==> config.mk <==
export PLATFORM = sky130hd
export DESIGN_NAME = sar_nr_register
export DESIGN_NICKNAME = d
export VERILOG_FILES = /design/src/rtl/sar_pkg.sv /design/src/rtl/sar_hold_chain.sv /design/src/rtl/sar_bit_cell.sv /design/src/rtl/sar_nr_register.sv
export SDC_FILE = /design/constraint.sdc
export NUM_CORES = 1
export LEC_CHECK = 0
export ABC_AREA = 1
export BUFFER_PORTS_ARGS = -buffer_cell sky130_fd_sc_hd__buf_2
export CORE_ASPECT_RATIO = 1.4
export CORE_UTILIZATION = 25
export DETAILED_ROUTE_END_ITERATION = 8
export GPL_TIMING_DRIVEN = 0
export SYNTH_ARGS = -nofsm -noshare
export SYNTH_HDL_FRONTEND = slang
export SYNTH_HIERARCHICAL = 1
export SYNTH_SLANG_ARGS = --single-unit
==> constraint.sdc <==
create_clock -name clk -period 3 [get_ports clk]
set_clock_uncertainty 0.2 [all_clocks]
set_input_delay 0.3 -clock clk [delete_from_list [all_inputs] [get_ports clk]]
set_output_delay 0.3 -clock clk [all_outputs]
set_load 0.01 [all_outputs]
==> src/rtl/sar_pkg.sv <==
package sar_pkg;

    typedef enum logic [1:0] {
        SEL_SHIFT = 2'd0,
        SEL_LOAD  = 2'd1,
        SEL_HOLD  = 2'd2
    } sar_sel_e;

    // Pick the source for one stage from its freeze flag and its own value.
    function automatic sar_sel_e sar_pick(input logic frozen, input logic self_q);
        if (frozen)      return SEL_HOLD;
        else if (self_q) return SEL_LOAD;
        else             return SEL_SHIFT;
    endfunction

endpackage

==> src/rtl/sar_hold_chain.sv <==
module sar_hold_chain #(
    parameter int WIDTH = 12
) (
    input  logic             stop,
    input  logic [WIDTH:0]   stage_q,
    output logic [WIDTH:0]   frozen
);
    // Stage 0 is the end marker; stage WIDTH is the MSB.
    assign frozen[0] = stop;

    for (genvar k = 1; k <= WIDTH; k++) begin : g_link
        assign frozen[k] = frozen[k-1] | stage_q[k-1];
    end
endmodule

==> src/rtl/sar_bit_cell.sv <==
module sar_bit_cell
    import sar_pkg::*;
(
    input  logic frozen,
    input  logic self_q,
    input  logic upper_q,
    input  logic comp,
    output logic next_d
);
    sar_sel_e sel;

    always_comb begin
        sel = sar_pick(frozen, self_q);
        unique case (sel)
            SEL_HOLD:  next_d = self_q;
            SEL_LOAD:  next_d = comp;
            default:   next_d = upper_q;
        endcase
    end
endmodule

==> src/rtl/sar_nr_register.sv <==
module sar_nr_register #(
    parameter int WIDTH = 12
) (
    input  logic             clk,
    input  logic             rst,
    input  logic             start,
    input  logic             stop,
    input  logic             comp,
    output logic [WIDTH-1:0] code,
    output logic             eoc
);
    localparam int TOP = WIDTH;

    typedef struct packed {
        logic [WIDTH:0] stage;
    } sar_state_t;

    sar_state_t     st_d, st_q;
    logic [WIDTH:0] frozen;
    logic [WIDTH:0] cell_d;

    sar_hold_chain #(.WIDTH(WIDTH)) chain_i (
        .stop    (stop),
        .stage_q (st_q.stage),
        .frozen  (frozen)
    );

    for (genvar k = 1; k <= WIDTH; k++) begin : g_cell
        logic upper;
        if (k == TOP) begin : g_msb
            assign upper = 1'b0;
        end else begin : g_mid
            assign upper = st_q.stage[k+1];
        end
        sar_bit_cell cell_i (
            .frozen  (frozen[k]),
            .self_q  (st_q.stage[k]),
            .upper_q (upper),
            .comp    (comp),
            .next_d  (cell_d[k])
        );
    end

    // End marker: catches the token from the LSB, then holds.
    assign cell_d[0] = (frozen[0] | st_q.stage[0]) ? st_q.stage[0] : st_q.stage[1];

    always_comb begin
        st_d = st_q;
        if (start) begin
            st_d.stage      = '0;
            st_d.stage[TOP] = 1'b1;
        end else begin
            st_d.stage = cell_d;
        end
    end

    always_ff @(posedge clk) begin
        if (rst) st_q <= '0;
        else     st_q <= st_d;
    end

    assign code = st_q.stage[WIDTH:1];
    assign eoc  = st_q.stage[0];
endmodule

==> impl_results.md, run 1 <==
* Status: completed
* Total gr overflow at 0
* Via/cell ratio at 3.98
* VDD IR max at 196 µV
* Layout cells sized above 1 at 28.4%
* H-Tree Depth at 1
* Worst setup endpoint: st_q[12]$_SDFF_PP0_
* Crit path time final at 1.77 ns
* CTS Sinks at 13
* Syn Nets at 125
* Fmax at between 500 and 600 MHz
* CTS clk-pin slew, worst paths at around 0.050 ns
* IO Pins at 18
* Die H at 68.3 µm
* Largest regs: st_q x13
* Syn. warnings at 6
* Vias at 708
* CP Class: flop to flop
* Yosys top cell by area: dfxtp_1
* Clk_lat worst skew at 0.25 ns
* Reg2Reg Depth at 10
* Most used cell along the critical path: nor2_4
* Hold-fix buffer count after cts at 0
* Root Driver: clkbuf_8
* Kind of cell adding the most delay to the critical path: simple AND/OR/NAND/NOR gates
* Pre-antenna DRT Iters at 2
* Routed Antenna Nets at 0
* FF-to-FF End: st_q[12]$_SDFF_PP0_
* Chip width at 49.3 µm
* Leakage at between 0.4 and 0.5 nW
* Filler Cell Count at ~320
* CP max stage cell: dfxtp_1
* First-pass GRT wire length at 2780 µm
* Cell Area, Placed at 916 µm²
* CP endpoint kind: flop
* Unrepaired setup endpoints after global routing: no
* Flop2flop setup slack at 1.23 ns
* Largest net degree at the start of global routing at 13
* Yosys cell types at 16
* Area growth from synthesis to layout at 22.5%
* Max FO, Critical Path at 4
* Post-DP HPWL at between 1000 and 1500 µm
* Non-filler cells, final at 178
* Post-Synthesis Cells at 120
* WHS Path Cells at 2
* Hold slack at 0.0234 ns
* Starting Density at 26.7%
* Routed WL per cell at 8.37 µm
* Startpoint Class: flop
* IO Port Bufs at 17
* Sequential area share after synthesis at 33.2%
* Worst path bufs/invs at 0
* Post-Route WL at between 1000 and 1500 µm
* Crit path launch: st_q[0]$_SDFFE_PP0N_
* Design Area, Final at 961 µm²
* Die ar. at 3370 µm²
* Critical path arrival at 1.71 ns
* Final hold viol count at 0
* Top cells by area, synth: dfxtp_1, nand2_1, inv_1, o21ai_1, nor2_1
* Max reg flops at 13
* Delay of the slowest cell on the worst path at between 0.3 and 0.4 ns
* Core Region at 2940 µm²
* Cell Pwr Density at 387 nW/µm²
* Top-area cell type share of the netlist area at between 30% and 40%
* Final period util at 58.9%
* Initial antenna violation count at 0
* Clk buf depth at 2
* Most common cell after layout, fill and taps aside: nand2_1
* Synth Cell Area at 785 µm²
* Vias in the first global route at 683
* CTS tree: yes
* # DRC at 0
* Worst-path cell chain: nor2_4, nand4_4, nor2_4, nand4_4, nor2_4, nand4_1, o21ai_1, nand2_1, nor2_1, nor2_1
* TNS Setup at 0 ns
* Final Setup Violations at 0
* N_diodes at 0
* HP Class: primary input to flop
* MaxCap Viol Count at 0
* GRT Resource Usage Total at 11.3%
* Postcts setup bufs at 0
* Worst r2r src: st_q[0]$_SDFFE_PP0N_
* Syn_area_per_cell at between 6 and 7 µm²
* TritonCTS buffer count at 3
* GP Congestion at 0.742
* Most frequent cells in the layout: nand2_1, inv_1, buf_2, nor2_1, dfxtp_1
* Flops & latches, synth at 13
* WP data required at 2.94 ns
* Worst path depth at 10
* Cell row count at 23
* Max-slew violations at 0
* Min-Delay Startpoint: rst
* Iter 0 DRT Violations at 5
* Cts repair resizes at 0
* Post-placement cell count at 174
* Layout Nets at 147
* Top reg by flops: st_q
-- stage by stage --
| step | utilization [%] | total power (W) | setup WS (ns) |
|---|---|---|---|
| 6_report | 32.7 | 0.000372 | 1.23 |
| 5_1_grt | 32.7 | 0.000388 | 1.09 |
| 4_1_cts | 32.7 | 0.000379 | 1.20 |
| 3_5_place_dp | 31.2 | 0.000218 | 1.13 |
| 3_3_place_gp | 31.2 | 0.000217 | 1.17 |
| 2_1_floorplan | - | 0.000206 | 1.32 |
-- worst min-delay path by stage --
stage	to	slack, ns
after global placement	st_q[12]$_SDFF_PP0_	0.27
after detailed placement	st_q[12]$_SDFF_PP0_	0.28
final	st_q[12]$_SDFF_PP0_	0.02
after floorplan	st_q[12]$_SDFF_PP0_	0.17
after CTS	st_q[12]$_SDFF_PP0_	0.02
after global routing	st_q[12]$_SDFF_PP0_	0.02
-- synth_stat cells --
cell     instances
buf_6            1
nor2_1          16
buf_4            1
nand3_1          2
nor2_2           9
nand2_1         28
nand4_4          2
nor2_4           4
dfxtp_1         13
inv_2            2
o21ai_1         12
nand2_2          1
inv_1           26
a21oi_1          1
nand4_1          1
conb_1           1
-- worst reg2reg max path, delay by kind of cell, from the launching register on --
family / cells / cell delay, ns
flops: 1 / 0.33
compound gates: 1 / 0.14
simple gates: 9 / 0.97
-- cells by family after synthesis --
group                  after synthesis  synth area share [%]
and+or+nand+nor                     63                  42.3
buffers and inverters               30                  15.8
AOI/OAI and AO/OA                   13                  8.29
DFF                                 13                  33.2
other                                1                 0.478
-- cell type report --
class	count	area [µm²]	share of cell area [%]
multi-input cells	77	400	41.7
flip-flops and latches	13	260	27.1
inverters	28	105	10.9
repair buffers	17	85.1	8.85
well taps	37	46.3	4.82
clock buffers	4	45.0	4.69
plain buffers	2	18.8	1.95
-- power breakdown --
group          total [W]  switching, W  internal, W
Combinational  0.0000376     0.0000239    0.0000136
Sequential      0.000176    0.00000165     0.000174
Clock           0.000159     0.0000647    0.0000940
-- routing by layer --
metal / part of all wire (%) / GRT usage, %
met3: 4.4 / 2.89
met5: 0 / 0
met2: 48 / 19.9
met1: 45 / 11.4
met4: 3.1 / 8.82
Power figures use the tool's default switching activity.
==> run 2, diff against run 1 <==
clock period = 1.55 ns   (was 3 ns; I/O delays follow)
==> run 2 against run 1 <==
- the flow now finishes with violations (negative setup slack)
- wire length rose by 20%
- design area is 11% higher
- die area is the same
- first-iteration DRC count grew to 3.4 times the previous value
- clock-buffer cell count unchanged
- utilization is 3.6 points higher
- via count rose by 14%
- critical path depth unchanged
- flip-flop and latch count stayed put
- final cell count is 6.2% higher
- sequential power is 94% higher
- maximum frequency grew 2.5%
- largest cell class unchanged
- largest power group unchanged
- highest routed layer unchanged
==> impl_results.md, run 2 (synthesis gave the netlist of run 1 again) <==
* FF-to-FF End: st_q[12]$_SDFF_PP0_ (unchanged)
* Design Area, Final at 1070 µm² (was 961 µm²)
* CTS clk-pin slew, worst paths at 0.06 ns (was 0.05 ns)
* Max reg flops at 13 (unchanged)
* Critical path arrival at 1.67 ns (was 1.71 ns)
* Post-route total power at 0.000755 W (was 0.000372 W)
* H-Tree Depth at 1 (unchanged)
* Routed Antenna Nets at 0 (unchanged)
* Final Util at 36.3% (was 32.7%)
* Initial antenna violation count at 0 (unchanged)
* IO Pins at 18 (unchanged)
* Failing checks: negative setup slack
* Largest net degree at the start of global routing at 13 (unchanged)
* Post-Route WL at 1790 µm (was 1490 µm)
* Die ar. at 3370 µm² (unchanged)
* Delay of the slowest cell on the worst path at 0.34 ns (was 0.33 ns)
* Vias at 805 (was 708)
* Final Setup Violations at 6 (was 0)
* Kind of cell adding the most delay to the critical path: simple AND/OR/NAND/NOR gates (unchanged)
* Cell Pwr Density at 708 nW/µm² (was 387 nW/µm²)
* First-pass GRT wire length at 2880 µm (was 2780 µm)
* CTS Sinks at 13 (unchanged)
* Starting Density at 26.7% (unchanged)
* Filler Cell Count at 341 (was 323)
* HP Class: primary input to flop (unchanged)
* Most frequent cells in the layout: nand2_1, inv_1, buf_2, nor2_1 (was nand2_1, inv_1, buf_2, nor2_1, dfxtp_1)
* Startpoint Class: flop (unchanged)
* Status: finished, violations left (was completed)
* Layout cells sized above 1 at 38.2% (was 28.4%)
* Worst-path cell chain: nor2_4, nand4_4, nor2_4, nand4_4, nor2_4, nand4_1, o21ai_1, nand2_1, nor2_1, nor2_1 (unchanged)
* Most used cell along the critical path: nor2_4 (unchanged)
* Max-slew violations at 0 (unchanged)
* GP Congestion at 0.723 (was 0.742)
* Core Region at 2940 µm² (unchanged)
* WP data required at 1.50 ns (was 2.94 ns)
* CP endpoint kind: flop (unchanged)
* # DRC at 0 (unchanged)
* Crit path launch: st_q[0]$_SDFFE_PP0N_ (unchanged)
* N_diodes at 0 (unchanged)
* Largest regs: st_q x13 (unchanged)
* CP Class: flop to flop (unchanged)
* Hold Path End: st_q[0]$_SDFFE_PP0N_ (was st_q[12]$_SDFF_PP0_)
* Worst path bufs/invs at 0 (unchanged)
* Register area at 263 µm² (was 260 µm²)
* WHS Path Cells at 5 (was 2)
* Clk buf depth at 2 (unchanged)
* Post-DP HPWL at 1290 µm (was 1150 µm)
* GRT Resource Usage Total at 11.4% (was 11.3%)
* IO Port Bufs at 17 (unchanged)
* Area growth from synthesis to layout at 35.9% (was 22.5%)
* CP max stage cell: dfxtp_2 (was dfxtp_1)
* MaxCap Viol Count at 0 (unchanged)
* Fmax at 581 MHz (was 566 MHz)
* CTS tree: yes (unchanged)
* Post-placement cell count at 174 (unchanged)
* Cell row count at 23 (unchanged)
* Layout Nets at 158 (was 147)
* Clk_lat worst skew at 0.25 ns (about the same)
* Unrepaired setup endpoints after global routing: yes (was no)
* Most common cell after layout, fill and taps aside: nand2_1 (unchanged)
* Max FO, Critical Path at 4 (unchanged)
* Reg2Reg Depth at 10 (unchanged)
* Top reg by flops: st_q (unchanged)
* Root Driver: clkbuf_8 (unchanged)
* Non-filler cells, final at 189 (was 178)
* Final worst slack at -0.172 ns (was 1.23 ns)
* Flop2flop setup slack at -0.17 ns (was 1.23 ns)
* Chip width at 49.3 µm (unchanged)
* Routed WL per cell at 9.48 µm (was 8.37 µm)
* Min-Delay Startpoint: stop (was rst)
* Pre-antenna DRT Iters at 3 (was 2)
* TritonCTS buffer count at 3 (unchanged)
* Crit path time final at 1.72 ns (was 1.77 ns)
* Leakage at 0.521 nW (was 0.466 nW)
* Vias in the first global route at 747 (was 683)
* Area occupied by multi-input gates at 415 µm² (was 400 µm²)
* Final period util at 111% (was 58.9%)
* Via/cell ratio at 4.26 (was 3.98)
* VDD IR max at 459 µV (was 196 µV)
* Die H at 68.3 µm (unchanged)
* Final hold viol count at 0 (unchanged)
* Cell Area, Placed at 918 µm² (was 916 µm²)
* Worst r2r src: st_q[0]$_SDFFE_PP0N_ (unchanged)
* Total gr overflow at 0 (unchanged)
* Iter 0 DRT Violations at 17 (was 5)
## run 2: cell types whose count changed in the layout (fill, tap and decap cells not counted), moves of 2 or more
cell,change
dfxtp_1,-2
nor2_2,+3
dfxtp_2,+2
inv_2,+2
nor2_1,-3
inv_1,-2
dlygate4sd3_1,+2
buf_4,+9
## run 2: area by class of cell
cell class / count / share of cell area, %
Multi-Input combinational cell: 77 / 39.0
Inverter: 28 / 9.86
Tap cell: 37 / 4.34
Timing Repair Buffer: 28 / 16.2
Buffer: 2 / 1.76
Clock buffer: 4 / 4.23
Sequential cell: 13 / 24.6
## run 2: worst max-delay path by stage
stage                          end  slack, ns  cells past startpoint
2_1_floorplan  st_q[12]$_SDFF_PP0_       -0.1                     10
3_3_place_gp   st_q[12]$_SDFF_PP0_      -0.19                     10
3_5_place_dp   st_q[12]$_SDFF_PP0_      -0.25                     10
4_1_cts        st_q[12]$_SDFF_PP0_      -0.16                     10
5_1_grt        st_q[12]$_SDFF_PP0_      -0.32                     10
6_report       st_q[12]$_SDFF_PP0_      -0.17                     10
## run 2: repair_timing
action / CTS / global route
hold buffers: 2 / 0
pin swaps: 7 / 2
buffers inserted: 6 / 3
gates resized for setup: 4 / 2
hold endpoints to repair: 1 / 0
setup endpoints to repair: 6 / 6
## run 2: per-layer routing
layer | GRT usage, % | vias to the layer above | routed length, µm
met3 | 1.78 | 3 | 57
met1 | 10.6 | 369 | 733
li1 | - | 417 | -
met4 | 6.62 | 0 | 35
met2 | 23.1 | 16 | 965
met5 | 0 | - | 0
## run 2: power by group
part / leakage (nW) / internal [W] / switching, W
Sequential: 0.106 / 0.000337 / 0.00000323
Combinational: 0.392 / 0.0000464 / 0.0000540
Clock: 0.0228 / 0.000182 / 0.000132
## run 2: metrics by stage
step           hold slack, ns  setup TNS, ns  worst slack (ns)
6_report               0.0802         -0.626            -0.172
2_1_floorplan          0.0274         -0.153           -0.0997
3_3_place_gp            0.130         -0.444            -0.191
3_5_place_dp            0.139         -0.702            -0.250
5_1_grt                 0.127          -1.53            -0.320
4_1_cts                0.0776         -0.546            -0.163
## run 2: worst register-to-register path: stages, from the launching register on
cell     delay (ns)
dfxtp_2        0.34
nor2_4         0.13
nand4_4        0.10
nor2_4         0.13
nand4_4        0.11
nor2_4         0.14
nand4_1        0.14
o21ai_1        0.14
nand2_1        0.06
nor2_1         0.09
nor2_1         0.04
==> run 3, diff against run 2 <==
BUFFER_PORTS_ARGS = not set   (was -buffer_cell sky130_fd_sc_hd__buf_2)
CTS_BUF_LIST = sky130_fd_sc_hd__clkbuf_8   (was not set)
DONT_BUFFER_PORTS = 1   (was not set)
clock period = 2.15 ns   (was 1.55 ns; I/O delays follow)
==> run 3 against run 2 <==
- the run now ends clean
- critical endpoint unchanged
- die area unchanged
- clock power down 32%
- total power down 33%
- clock-buffer cell count down 1
- wire length down 17%
==> impl_results.md, run 3 (synthesis gave the netlist of run 1 again) <==
* CP max stage cell: dfxtp_1 (was dfxtp_2)
* Status: completed (was finished, violations left)
* CTS clk-pin slew, worst paths at 0.05 ns (was 0.06 ns)
* HP Class: primary input to flop (unchanged)
* Max FO, Critical Path at 4 (unchanged)
* CTS tree: yes (unchanged)
* Cell Pwr Density at 563 nW/µm² (was 708 nW/µm²)
* Most used cell along the critical path: nor2_4 (unchanged)
* Root Driver: clkbuf_8 (unchanged)
* Worst path bufs/invs at 0 (unchanged)
* Delay of the slowest cell on the worst path at 0.37 ns (was 0.34 ns)
* Routed Antenna Nets at 0 (unchanged)
* N_diodes at 0 (unchanged)
* Critical path arrival at 1.76 ns (was 1.67 ns)
* Worst-path cell chain: nor2_4, nand4_4, nor2_4, nand4_4, nor2_4, nand4_1, o21ai_1, nand2_1, nor2_1, nor2_1 (unchanged)
* Chip width at 49.3 µm (unchanged)
* Vias at 660 (was 805)
* Design Area, Final at 896 µm² (was 1070 µm²)
* Final hold viol count at 0 (unchanged)
* Post-Route WL at 1480 µm (was 1790 µm)
* IO Pins at 18 (unchanged)
* Die ar. at 3370 µm² (unchanged)
* First-pass GRT wire length at 2590 µm (was 2880 µm)
* Unrepaired setup endpoints after global routing: no (was yes)
* MaxCap Viol Count at 0 (unchanged)
* Max reg flops at 13 (unchanged)
* CP endpoint kind: flop (unchanged)
* Largest regs: st_q x13 (unchanged)
* Crit path time final at 1.82 ns (was 1.72 ns)
* Layout Nets at 132 (was 158)
* Initial antenna violation count at 0 (unchanged)
* Routed WL per cell at 9.09 µm (was 9.48 µm)
* GRT Resource Usage Total at 10.3% (was 11.4%)
* WP data required at 2.08 ns (was 1.50 ns)
* Clk_lat worst skew at 0.24 ns (was 0.25 ns)
* Layout cells sized above 1 at 18.3% (was 38.2%)
* TritonCTS buffer count at 3 (unchanged)
* Vias in the first global route at 612 (was 747)
* Pre-antenna DRT Iters at 4 (was 3)
* Cell Area, Placed at 831 µm² (was 918 µm²)
* # DRC at 0 (unchanged)
* Iter 0 DRT Violations at 11 (was 17)
* IO Port Bufs at 0 (was 17)
* Largest net degree at the start of global routing at 13 (unchanged)
* Post-DP HPWL at 1120 µm (was 1290 µm)
* VDD IR max at 199 µV (was 459 µV)
* Startpoint Class: flop (unchanged)
* Clk buf depth at 2 (unchanged)
* Top reg by flops: st_q (unchanged)
* Final Setup Violations at 0 (was 6)
* Area growth from synthesis to layout at 14.2% (was 35.9%)
* Total gr overflow at 0 (unchanged)
* Leakage at 0.391 nW (was 0.521 nW)
* Core Region at 2940 µm² (unchanged)
* Most frequent cells in the layout: nand2_1, inv_1, nor2_1, dfxtp_1, o21ai_1 (was nand2_1, inv_1, buf_2, nor2_1)
* H-Tree Depth at 1 (unchanged)
* Kind of cell adding the most delay to the critical path: simple AND/OR/NAND/NOR gates (unchanged)
* CTS Sinks at 13 (unchanged)
* Cts repair resizes at 0 (was 4)
* GP Congestion at 0.699 (was 0.723)
* CP Class: flop to flop (unchanged)
* Final period util at 84.7% (was 111%)
* Starting Density at 26.7% (unchanged)
* Max-slew violations at 0 (unchanged)
* Most common cell after layout, fill and taps aside: nand2_1 (unchanged)
* Via/cell ratio at 4.05 (was 4.26)
* Fmax at 549 MHz (was 581 MHz)
* Die H at 68.3 µm (unchanged)
* Cell row count at 23 (unchanged)
* TNS Setup at 0 ns (was -0.626 ns)
==> run 3: cell count changes in the layout (fill, tap and decap cells not counted), sizes merged <==
cell	before	now
buf	28	2
clkbuf	4	3
inv	28	29
==> run 3: worst paths after layout <==
kind | from | to | slack [ns] | cells past startpoint
max | st_q[0]$_SDFFE_PP0N_ | st_q[12]$_SDFF_PP0_ | 0.33 | 10
min | comp | st_q[12]$_SDFF_PP0_ | 0.004 | 4
max reg2reg | st_q[0]$_SDFFE_PP0N_ | st_q[12]$_SDFF_PP0_ | 0.33 | 10
min reg2reg | st_q[0]$_SDFFE_PP0N_ | st_q[0]$_SDFFE_PP0N_ | 0.34 | 2
==> run 3: timing repair <==
action / CTS / global route
buffers inserted: 0 / 0
hold endpoints to repair: 3 / 0
hold buffers: 2 / 0
==> run 3: layer usage <==
| metal | routed length, µm | part of all wire (%) | track usage [%] | vias to the layer above |
|---|---|---|---|---|
| li1 | - | - | - | 364 |
| met1 | 633 | 43 | 11.0 | 279 |
| met2 | 699 | 47 | 17.1 | 15 |
| met3 | 123 | 8.3 | 3.33 | 2 |
| met4 | 24 | 1.6 | 7.72 | 0 |
| met5 | 0 | 0 | 0 | - |
==> run 3: per-stage QoR <==
stage	worst slack, ns	cells	hold WS, ns	util [%]	total power (W)
after floorplan	0.471	120	0.0874	-	0.000288
after global placement	0.339	157	0.0886	28.3	0.000293
after detailed placement	0.306	157	0.0907	28.3	0.000294
after CTS	0.291	163	0.00410	30.5	0.000512
after global routing	0.200	163	0.00781	30.5	0.000531
final	0.328	163	0.00372	30.5	0.000504
==> run 3: cell type report <==
| cell class | count | area, µm² |
|---|---|---|
| plain buffers | 2 | 18.8 |
| clock buffers | 3 | 41.3 |
| clock inverters | 1 | 3.75 |
| fillers | 324 | 2040 |
| inverters | 28 | 105 |
| multi-input cells | 77 | 400 |
| flip-flops and latches | 13 | 260 |
| well taps | 37 | 46.3 |
| repair buffers | 2 | 20.0 |
==> run 3: report_power, final <==
part	internal, W	switching [W]
combinational	0.0000175	0.0000268
clock	0.000126	0.0000867
sequential	0.000243	0.00000380
total	0.000387	0.000117
==> run 3: worst reg2reg max path, delay by kind of cell, from the launching register on <==
| family | cells | cell delay [ns] |
|---|---|---|
| compound gates | 1 | 0.15 |
| flops | 1 | 0.37 |
| simple gates | 9 | 1.00 |
